[src/rtl/tae_pkg.sv]
package tae_pkg;

   localparam logic [7:0] OPC_ADD  = 8'h00;
   localparam logic [7:0] OPC_SUB  = 8'h01;
   localparam logic [7:0] OPC_AND  = 8'h02;
   localparam logic [7:0] OPC_OR   = 8'h03;
   localparam logic [7:0] OPC_XOR  = 8'h04;
   localparam logic [7:0] OPC_STOP = 8'hFF;

   typedef enum logic [2:0] {
      ST_IDLE,
      ST_FETCH,
      ST_SRC_A,
      ST_SRC_B,
      ST_STORE,
      ST_STOP
   } tae_state_e;

   function automatic logic opc_known(input logic [7:0] o);
      return (o <= OPC_XOR) || (o == OPC_STOP);
   endfunction

endpackage

[src/rtl/tae_alu.sv]
module tae_alu #(
   parameter int W = 8
) (
   input  logic [7:0]   opc,
   input  logic [W-1:0] a,
   input  logic [W-1:0] b,
   output logic [W-1:0] y
);
   import tae_pkg::*;

   always_comb begin
      case (opc)
         OPC_ADD: y = a + b;
         OPC_SUB: y = a - b;
         OPC_AND: y = a & b;
         OPC_OR:  y = a | b;
         OPC_XOR: y = a ^ b;
         default: y = '0;
      endcase
   end

endmodule

[src/rtl/tae_field_asm.sv]
module tae_field_asm #(
   parameter int ADDR_W    = 24,
   parameter int BYTE_W    = 8,
   parameter int N_FIELDS  = 3,
   parameter bit MSB_FIRST = 1'b1,
   localparam int AB       = ADDR_W / BYTE_W,
   localparam int IW       = $clog2(N_FIELDS * AB)
) (
   input  logic                             clk,
   input  logic                             rst_n,
   input  logic                             load,
   input  logic [IW-1:0]                    idx,
   input  logic [BYTE_W-1:0]                din,
   output logic [N_FIELDS-1:0][ADDR_W-1:0]  fields
);

   // Lane of byte b inside its field, chosen by storage order.
   function automatic int lane(input int b);
      return MSB_FIRST ? (AB - 1 - b) : b;
   endfunction

   always_ff @(posedge clk) begin
      if (!rst_n) begin
         fields <= '0;
      end else if (load) begin
         for (int f = 0; f < N_FIELDS; f++) begin
            for (int b = 0; b < AB; b++) begin
               if (idx == IW'(f * AB + b))
                  fields[f][lane(b)*BYTE_W +: BYTE_W] <= din;
            end
         end
      end
   end

endmodule

[src/rtl/tae_acc_cnt.sv]
module tae_acc_cnt #(
   parameter int W        = 32,
   parameter bit SATURATE = 1'b0
) (
   input  logic         clk,
   input  logic         rst_n,
   input  logic         inc,
   output logic [W-1:0] cnt
);

   generate
      if (SATURATE) begin : g_sat
         always_ff @(posedge clk) begin
            if (!rst_n)              cnt <= '0;
            else if (inc && ~&cnt)   cnt <= cnt + W'(1);
         end
      end else begin : g_wrap
         always_ff @(posedge clk) begin
            if (!rst_n)   cnt <= '0;
            else if (inc) cnt <= cnt + W'(1);
         end

         a_r7_count_step: assert property (@(posedge clk) disable iff (!rst_n)
            inc |=> cnt == $past(cnt) + W'(1));
         a_r7_count_hold: assert property (@(posedge clk) disable iff (!rst_n)
            !inc |=> $stable(cnt));
      end
   endgenerate

endmodule

[src/rtl/tae_seq.sv]
module tae_seq #(
   parameter int ADDR_W   = 24,
   parameter int BYTE_W   = 8,
   localparam int AB      = ADDR_W / BYTE_W,
   localparam int NB      = 1 + 3 * AB,
   localparam int SW      = $clog2(NB),
   localparam int IW      = $clog2(3 * AB)
) (
   input  logic                     clk,
   input  logic                     rst_n,
   input  logic                     start,
   input  logic [BYTE_W-1:0]        mem_rdata,
   input  logic [2:0][ADDR_W-1:0]   fields,
   output logic                     mem_req,
   output logic                     mem_we,
   output logic [ADDR_W-1:0]        mem_addr,
   output logic                     fa_load,
   output logic [IW-1:0]            fa_idx,
   output logic [7:0]               opc_q,
   output logic [BYTE_W-1:0]        op_a_q,
   output logic                     busy,
   output logic                     halted,
   output logic                     err,
   output logic [ADDR_W-1:0]        pc
);
   import tae_pkg::*;

   tae_state_e        state_q;
   logic [SW-1:0]     step_q;
   logic [ADDR_W-1:0] pc_q;
   logic              err_q;
   logic              cap_vld_q;
   logic [SW-1:0]     cap_idx_q;
   logic              opc_arrive;
   logic              stop_now;

   always_comb begin
      opc_arrive = cap_vld_q && (cap_idx_q == '0);
      stop_now   = opc_arrive &&
                   ((mem_rdata[7:0] == OPC_STOP) || !opc_known(mem_rdata[7:0]));
      fa_load    = cap_vld_q && (cap_idx_q != '0);
      fa_idx     = IW'(cap_idx_q - SW'(1));
      mem_req    = 1'b0;
      mem_we     = 1'b0;
      mem_addr   = pc_q;
      case (state_q)
         ST_FETCH: begin
            mem_req  = !stop_now;
            mem_addr = pc_q + ADDR_W'(step_q);
         end
         ST_SRC_A: begin
            mem_req  = 1'b1;
            mem_addr = fields[0];
         end
         ST_SRC_B: begin
            mem_req  = 1'b1;
            mem_addr = fields[1];
         end
         ST_STORE: begin
            mem_req  = 1'b1;
            mem_we   = 1'b1;
            mem_addr = fields[2];
         end
         default: ;
      endcase
   end

   always_ff @(posedge clk) begin
      if (!rst_n) begin
         state_q   <= ST_IDLE;
         step_q    <= '0;
         pc_q      <= '0;
         opc_q     <= '0;
         op_a_q    <= '0;
         err_q     <= 1'b0;
         cap_vld_q <= 1'b0;
         cap_idx_q <= '0;
      end else begin
         cap_vld_q <= (state_q == ST_FETCH) && mem_req;
         cap_idx_q <= step_q;
         if (opc_arrive) opc_q <= mem_rdata[7:0];
         case (state_q)
            ST_IDLE: begin
               if (start) begin
                  state_q <= ST_FETCH;
                  step_q  <= '0;
               end
            end
            ST_FETCH: begin
               if (stop_now) begin
                  state_q <= ST_STOP;
                  err_q   <= (mem_rdata[7:0] != OPC_STOP);
               end else if (step_q == SW'(NB - 1)) begin
                  state_q <= ST_SRC_A;
               end else begin
                  step_q <= step_q + SW'(1);
               end
            end
            ST_SRC_A: state_q <= ST_SRC_B;
            ST_SRC_B: begin
               op_a_q  <= mem_rdata;
               state_q <= ST_STORE;
            end
            ST_STORE: begin
               pc_q    <= pc_q + ADDR_W'(NB);
               step_q  <= '0;
               state_q <= ST_FETCH;
            end
            ST_STOP: state_q <= ST_STOP;
            default: state_q <= ST_IDLE;
         endcase
      end
   end

   assign busy   = (state_q != ST_IDLE) && (state_q != ST_STOP);
   assign halted = (state_q == ST_STOP);
   assign err    = err_q;
   assign pc     = pc_q;

   a_r2_start_launch: assert property (@(posedge clk) disable iff (!rst_n)
      (!busy && !halted && start) |=> (busy && mem_req && !mem_we && mem_addr == pc));
   a_r5_store_after_read: assert property (@(posedge clk) disable iff (!rst_n)
      mem_we |-> $past(mem_req && !mem_we));
   a_r6_pc_stride: assert property (@(posedge clk) disable iff (!rst_n)
      (pc != $past(pc)) |-> (pc == $past(pc) + ADDR_W'(NB)));
   a_r8_stop_quiet: assert property (@(posedge clk) disable iff (!rst_n)
      halted |-> !mem_req);
   a_r8_stop_sticky: assert property (@(posedge clk) disable iff (!rst_n)
      halted |=> halted);
   a_r9_err_means_stopped: assert property (@(posedge clk) disable iff (!rst_n)
      err |-> (halted && !busy));

endmodule

[src/rtl/tri_addr_exec.sv]
module tri_addr_exec #(
   parameter int ADDR_W         = 24,
   parameter int BYTE_W         = 8,
   parameter int CNT_W          = 32,
   parameter bit ADDR_MSB_FIRST = 1'b1,
   parameter bit CNT_SATURATE   = 1'b0
) (
   input  logic              clk,
   input  logic              rst_n,
   input  logic              start,
   output logic              mem_req,
   output logic              mem_we,
   output logic [ADDR_W-1:0] mem_addr,
   output logic [BYTE_W-1:0] mem_wdata,
   input  logic [BYTE_W-1:0] mem_rdata,
   output logic              busy,
   output logic              halted,
   output logic              err,
   output logic [ADDR_W-1:0] pc,
   output logic [CNT_W-1:0]  acc_count
);
   localparam int AB = ADDR_W / BYTE_W;
   localparam int IW = $clog2(3 * AB);

   generate
      if (BYTE_W != 8) begin : g_bad_byte
         $error("BYTE_W must be 8: opcodes are byte values");
      end
      if (ADDR_W % BYTE_W != 0 || ADDR_W < BYTE_W) begin : g_bad_addr
         $error("ADDR_W must be a nonzero multiple of BYTE_W");
      end
      if (CNT_W < 2) begin : g_bad_cnt
         $error("CNT_W must be at least 2");
      end
   endgenerate

   logic [2:0][ADDR_W-1:0] fields;
   logic                   fa_load;
   logic [IW-1:0]          fa_idx;
   logic [7:0]             opc_q;
   logic [BYTE_W-1:0]      op_a_q;

   tae_seq #(.ADDR_W(ADDR_W), .BYTE_W(BYTE_W)) u_seq (
      .clk       (clk),
      .rst_n     (rst_n),
      .start     (start),
      .mem_rdata (mem_rdata),
      .fields    (fields),
      .mem_req   (mem_req),
      .mem_we    (mem_we),
      .mem_addr  (mem_addr),
      .fa_load   (fa_load),
      .fa_idx    (fa_idx),
      .opc_q     (opc_q),
      .op_a_q    (op_a_q),
      .busy      (busy),
      .halted    (halted),
      .err       (err),
      .pc        (pc)
   );

   tae_field_asm #(
      .ADDR_W   (ADDR_W),
      .BYTE_W   (BYTE_W),
      .N_FIELDS (3),
      .MSB_FIRST(ADDR_MSB_FIRST)
   ) u_fields (
      .clk    (clk),
      .rst_n  (rst_n),
      .load   (fa_load),
      .idx    (fa_idx),
      .din    (mem_rdata),
      .fields (fields)
   );

   tae_alu #(.W(BYTE_W)) u_alu (
      .opc (opc_q),
      .a   (op_a_q),
      .b   (mem_rdata),
      .y   (mem_wdata)
   );

   tae_acc_cnt #(.W(CNT_W), .SATURATE(CNT_SATURATE)) u_cnt (
      .clk   (clk),
      .rst_n (rst_n),
      .inc   (mem_req),
      .cnt   (acc_count)
   );

   a_r1_reset_quiet: assert property (@(posedge clk)
      !rst_n |=> (!busy && !halted && !err && !mem_req && pc == '0 && acc_count == '0));
   a_r2_busy_halt_excl: assert property (@(posedge clk) disable iff (!rst_n)
      !(busy && halted));

endmodule

[config.mk]
export PLATFORM = sky130hd
export DESIGN_NAME = tri_addr_exec
export DESIGN_NICKNAME = d
export VERILOG_FILES = /design/src/rtl/tae_pkg.sv /design/src/rtl/tae_alu.sv /design/src/rtl/tae_field_asm.sv /design/src/rtl/tae_acc_cnt.sv /design/src/rtl/tae_seq.sv /design/src/rtl/tri_addr_exec.sv
export SDC_FILE = /design/constraint.sdc
export NUM_CORES = 1
export LEC_CHECK = 0
export BUFFER_PORTS_ARGS = -buffer_cell sky130_fd_sc_hd__buf_2
export CAP_MARGIN = 20
export CORE_MARGIN = 2
export CORE_UTILIZATION = 40
export DETAILED_ROUTE_END_ITERATION = 10
export GPL_TIMING_DRIVEN = 0
export PLACE_DENSITY = 0.6
export SYNTH_ARGS = -nofsm -noshare
export SYNTH_HDL_FRONTEND = slang
export SYNTH_SLANG_ARGS = --single-unit
[constraint.sdc]
create_clock -name clk -period 2.9 [get_ports clk]
set_clock_uncertainty 0.1 [all_clocks]
set_input_delay 0.29 -clock clk [delete_from_list [all_inputs] [get_ports clk]]
set_output_delay 0.29 -clock clk [all_outputs]
set_load 0.01 [all_outputs]
# After elaboration in Yosys (flattened, before gate mapping)

Cells that the tools add are included.

Muxes and demuxes: 12
$add $sub $neg: 7
Equal/unequal tests: 25
Bitwise gates (word level): 3
Magnitude comparators: 1
Reductions and logical operators: 29

Operator list:

| kind                                                            | count |
|---|---|
| one-hot mux 24 bit (4 select lines)                             | 1 |
| one-hot mux 8 bit (5 select lines)                              | 1 |
| adder 32 x 1 -> 32 bit (second input constant)                  | 1 |
| adder 24 x 4 -> 24 bit                                          | 1 |
| adder 24 x 4 -> 24 bit (second input constant)                  | 1 |
| AND reduction 2 bit                                             | 11 |
| one-hot mux 3 bit (6 select lines)                              | 1 |
| equality test 4 x 3 -> 1 bit (second input constant)            | 4 |
| equality test 8 x 2 -> 1 bit (second input constant)            | 2 |
| 2-to-1 mux 4 bit                                                | 3 |
| one-hot mux 4 bit (3 select lines)                              | 1 |
| 2-to-1 mux 3 bit                                                | 3 |
| adder 8 bit                                                     | 1 |
| AND 8 bit                                                       | 1 |
| equality test 4 x 2 -> 1 bit (second input constant)            | 2 |
| equality test 4 bit (second input constant)                     | 2 |
| equality test 8 x 1 -> 1 bit (second input constant)            | 1 |
| equality test 8 x 3 -> 1 bit (second input constant)            | 1 |
| equality test 8 bit (second input constant)                     | 1 |
| less-or-equal comparator 8 x 3 -> 1 bit (second input constant) | 1 |
| zero test 4 bit                                                 | 2 |
| zero test 8 bit                                                 | 1 |
| inequality test 8 bit (second input constant)                   | 1 |
| OR 8 bit                                                        | 1 |
| 21 further kinds                                                | 32 |

Register bits after elaboration: 157
Output and inout bits: 93

# Depth between registers and ports, before layout

Depth in word-level cells: 8
Depth in mapped cells: 12

# Modules after synthesis

From an unflattened synthesis, not the netlist that was laid out.

Cell total of the unflattened synthesis: 1,091
Area, all modules: 9,112.5 µm²

By module, submodules not included:

| module        | instances | area an instance (µm²) | cells each |
|---|---|---|---|
| tae_seq       | 1         | 3,921.3                | 513 |
| tae_field_asm | 1         | 2,638.8                | 253 |
| tae_acc_cnt   | 1         | 1,562.7                | 176 |
| tae_alu       | 1         | 989.7                  | 149 |

# Worst setup path before layout

OpenSTA, ideal clock, no wires.

Path type: flip-flop to output port
Start: reg u_seq.pc_q[1] (netlist: u_seq.pc[1])
End: out mem_addr[23]
Setup slack: 160 ps
Path buffers: 0
Data arrival time: 2,350 ps
Cell stages (with the launch flop): 10
Cell sequence: dfxtp_1 -> ha_1 -> inv_1 -> fa_1 -> nor2b_1 -> o21ai_1 -> nor4_1 -> nand3_1 -> o21ai_0 -> o2bb2a_1

Word-level cells in the longest chain between the ends: 2

RTL lines:

| element                             | line                | source |
|---|---|---|
| start, declared                     | tae_seq.sv:30       | `logic [ADDR_W-1:0] pc_q;` |
| start signal, assigned              | tae_seq.sv:105      | `pc_q <= pc_q + ADDR_W'(NB);` |
| adder 24 x 4 -> 24 bit              | tae_seq.sv:49       | `mem_addr = pc_q + ADDR_W'(step_q);` |
| one-hot mux 24 bit (4 select lines) | tae_seq.sv:46       | `case (state_q)` |
| end, declared                       | tri_addr_exec.sv:13 | `output logic [ADDR_W-1:0] mem_addr,` |

Every way passes these cells.

# Worst setup path in the final report

Start: reg u_seq.opc_q[6]
End: out mem_wdata[7]

Word-level cells in the longest chain between the ends: 2

RTL lines:

| element                                                    | line                | source |
|---|---|---|
| start, declared                                            | tae_seq.sv:19       | `output logic [7:0] opc_q,` |
| start signal, assigned                                     | tae_seq.sv:81       | `if (opc_arrive) opc_q <= mem_rdata[7:0];` |
| equality test 8 x 3 -> 1 bit, or another cell as far along | tae_alu.sv:12       | `case (opc)` |
| one-hot mux 8 bit (5 select lines) (*)                     | tae_alu.sv:12       |  |
| end, declared                                              | tri_addr_exec.sv:14 | `output logic [BYTE_W-1:0] mem_wdata,` |

Mark *: on every way between the ends. The rest lies on a longest branch, timed or not.

==> impl_results.md <==
- Clock root cell: clkbuf_16
- Crit path capture type: primary output
- Peak Freq: roughly 310 MHz
- Final period util: 111.8%
- VDD IR max: around 0.43 mV
- Critical Path AT: about 2900 ps
- Fin nets: roughly 1300
- Vias in the first global route: around 8000
- Startpoint Class: flop
- Iteration-0 DRC Markers: around 590
- Finished Layout Cells: approximately 1500
- Die X-Extent: between 150 and 200 um
- Drt first pass iters: 5
- Cell variety after synth: 70
- Status: complete, but fails checks
- Worst-path fanout max: 6
- Post-DP HPWL: around 20000 um
- Die height: between 150 and 200 um
- Share of the synthesized area in the top cell type: between 30% and 40%
- Clock-pin slew on the worst setup and hold paths: 70 ps
- Post-synth ARST share: 0%
- Cts bufs inserted: 17
- CP Class: reg -> out
- Worst min path class: in -> reg
- Post-Syn Area: just under 9000 um2
- Reg2Reg Depth: 7
- Routed Antenna Nets: 0
- Starting Density: about two fifths
- EDFF count, synth: 0
- Routed vias/inst: 5.500
- Die area: about 23000 um2
- Area grow syn2layout: 24.70%
- Core area: approximately 22000 um2
- Unrepaired setup endpoints after global routing: true
- First-pass GRT wire length: ~45000 um
- Leakage: approximately 4.3 nW
- Final Max Tran Viols: 0
- Ys flop type: dfxtp_1
- Top-count cell post-synth: dfxtp_1
- Hold Path Cell Cnt: 3
- Final setup vio count: 6
- Port bufs: 102
- Pre-CTS setup slack: -1024 ps
- WL per Instance: ~19 um
- Worst-Margin Slew: about 1100 ps
- Final wirelength: 28660 um
- Top Ports: 104
- Final Hold Viols: 0
- Global route overflow: 0
- Insertion delay to the later sink of the worst-skew pair: about 430 ps
- # fillers: 2151
- Area leader, netlist: dfxtp_1
- CTS tree: yes
- Post-Place Cells: between 1000 and 1500
- Max cap viols: 0
- DR DRC count: 0
- Pwr dens: between 400 and 500 nW/um2
- Number of synthesized register bits: between 150 and 200
- Num rows: 54
- Final WS setup: -341.1 ps
- Final GP Congestion: approximately 0.86
- Synth top cells by count: 156 x dfxtp_1, 94 x nor2_1, 91 x nor2b_1
- Ys Warns: 0
- Critical Path RT: about 2500 ps
- Syn Area/Cell: about 8.2 um2
- Top cells by area, synth: dfxtp_1 35%, nor2b_1 6.4%, mux2i_1 5.1%
- Final Core Density: 50.76%
- Maximum buffer depth of the clock tree: 2
- Sink Count: ~160
- Largest net degree at the start of global routing: 17
- Via count: 8365
- All-Layer GR Usage: roughly a quarter
- Initial antenna violation count: 0
- Post-Syn Instances: 1084
- Sequential share of the synthesized area: about a third
- Htree depth: 4
- Rel. slew slack: between 20% and 30%
- Period minus WS final: 3241 ps
- Failing checks: setup timing
- Mapped Nets: ~1100
- Layout cells sized above 1: between 20 and 25%
[where the power goes]
part	internal, mW	switching [mW]	total, mW
Clock	1.40	1.00	2.40
Combinational	0.194	0.301	0.495
Sequential	2.15	0.0136	2.16
Total	3.74	1.32	5.06
[state kept, by name, indices dropped and copies added, names as in the netlist]
name	count
u_fields.fields	72
u_cnt.cnt	32
u_seq.pc	23
u_seq.op_a_q	8
u_seq.opc_q	8
u_seq.cap_idx_q	4
u_seq.step_q	4
u_seq.state_q	3
u_seq.cap_vld_q	1
u_seq.err	1
[cells by family after synthesis]
group,Yosys count,share of synthesized area [%]
other cells,1,0.04221
flops,156,35.15
mux,47,5.451
buf+inv,104,4.718
compound gates,226,16.66
simple gates,459,27.39
xor+xnor,57,5.620
fa+ha+maj,34,4.958
[layout make-up]
type / instances / area, um2 / area share, %
plain buffers: 61 / 294.0 / 2.654
clock buffers: 18 / 439.2 / 3.964
inverters: 35 / 146.4 / 1.321
flip-flops and latches: 156 / 3161 / 28.53
diodes: 1 / 2.502 / 0.02259
multi-input cells: 824 / 5737 / 51.78
clock inverters: 14 / 182.7 / 1.649
well taps: 280 / 350.3 / 3.162
repair buffers: 132 / 765.7 / 6.912
[worst paths after layout]
kind	slack, ps	from	to
worst max register to register	430	u_cnt.cnt[6]$_SDFFE_PN0N_	u_cnt.cnt[31]$_SDFFE_PN0N_
worst max-delay path	-340	u_seq.opc_q[6]$_SDFFE_PN0P_	mem_wdata[7]
worst min register to register	400	u_seq.op_a_q[0]$_SDFFE_PN0P_	u_seq.op_a_q[0]$_SDFFE_PN0P_
worst min-delay path	40	rst_n	u_cnt.cnt[21]$_SDFFE_PN0N_
[metrics by stage]
stage	TNS [ps]	power [mW]	cell area [um2]	hold WS [ps]
after global routing	-2308	5.200	11080	70.07
after detailed placement	-7345	2.642	9754	391.3
final	-1344	5.058	11080	40.59
after CTS	-799.2	5.051	10770	34.89
after floorplan	0	2.477	8884	334.9
after global placement	-23730	2.636	9744	364.7
[cell usage in the layout (no fill, tap or decap), types with 6 or more instances in the layout]
master,count
dfxtp_2,12
and4_1,7
nand2b_1,6
mux2i_1,45
o21ai_0,26
buf_6,8
clkbuf_16,17
a2bb2oi_1,9
xnor2_1,43
or3_1,6
buf_2,108
a21oi_1,73
ha_1,29
clkbuf_2,6
nand4_1,20
or2_2,8
and3_1,15
a21boi_0,14
xor2_1,14
nand2_1,81
dfxtp_4,6
nand3_1,38
buf_4,30
a22oi_1,24
nor2_1,90
dfxtp_1,138
inv_1,26
o22ai_1,13
clkbuf_1,35
and2_1,51
nor2b_1,86
nor3_1,7
o211ai_1,7
[critical path, cell delays in order, from the launching register on]
cell and delay, ps:
dfxtp_1 360, nor4b_4 310, nand2_2 170, o21a_1 150, xnor2_1 140, ha_1 370
and3_4 200, a21oi_4 130, a31oi_2 120, xnor2_1 140, a22o_1 200, buf_2 140
[repair_timing]
action,in CTS,in global routing
resized for setup,87,54
hold buffers,0,0
endpoints found under the hold margin,0,0
pin swaps,21,24
buffers inserted,17,11
setup endpoints to repair,32,24
[routing by layer]
metal / track usage (%) / up-vias / wire length (um)
met5: 0 / - / 0
met4: 8.157 / 0 / 546
met3: 4.366 / 31 / 1448
met2: 39.97 / 231 / 13540
met1: 32.49 / 4054 / 13120
li1: - / 4049 / -
No activity file was read; power rests on OpenSTA's default activity.
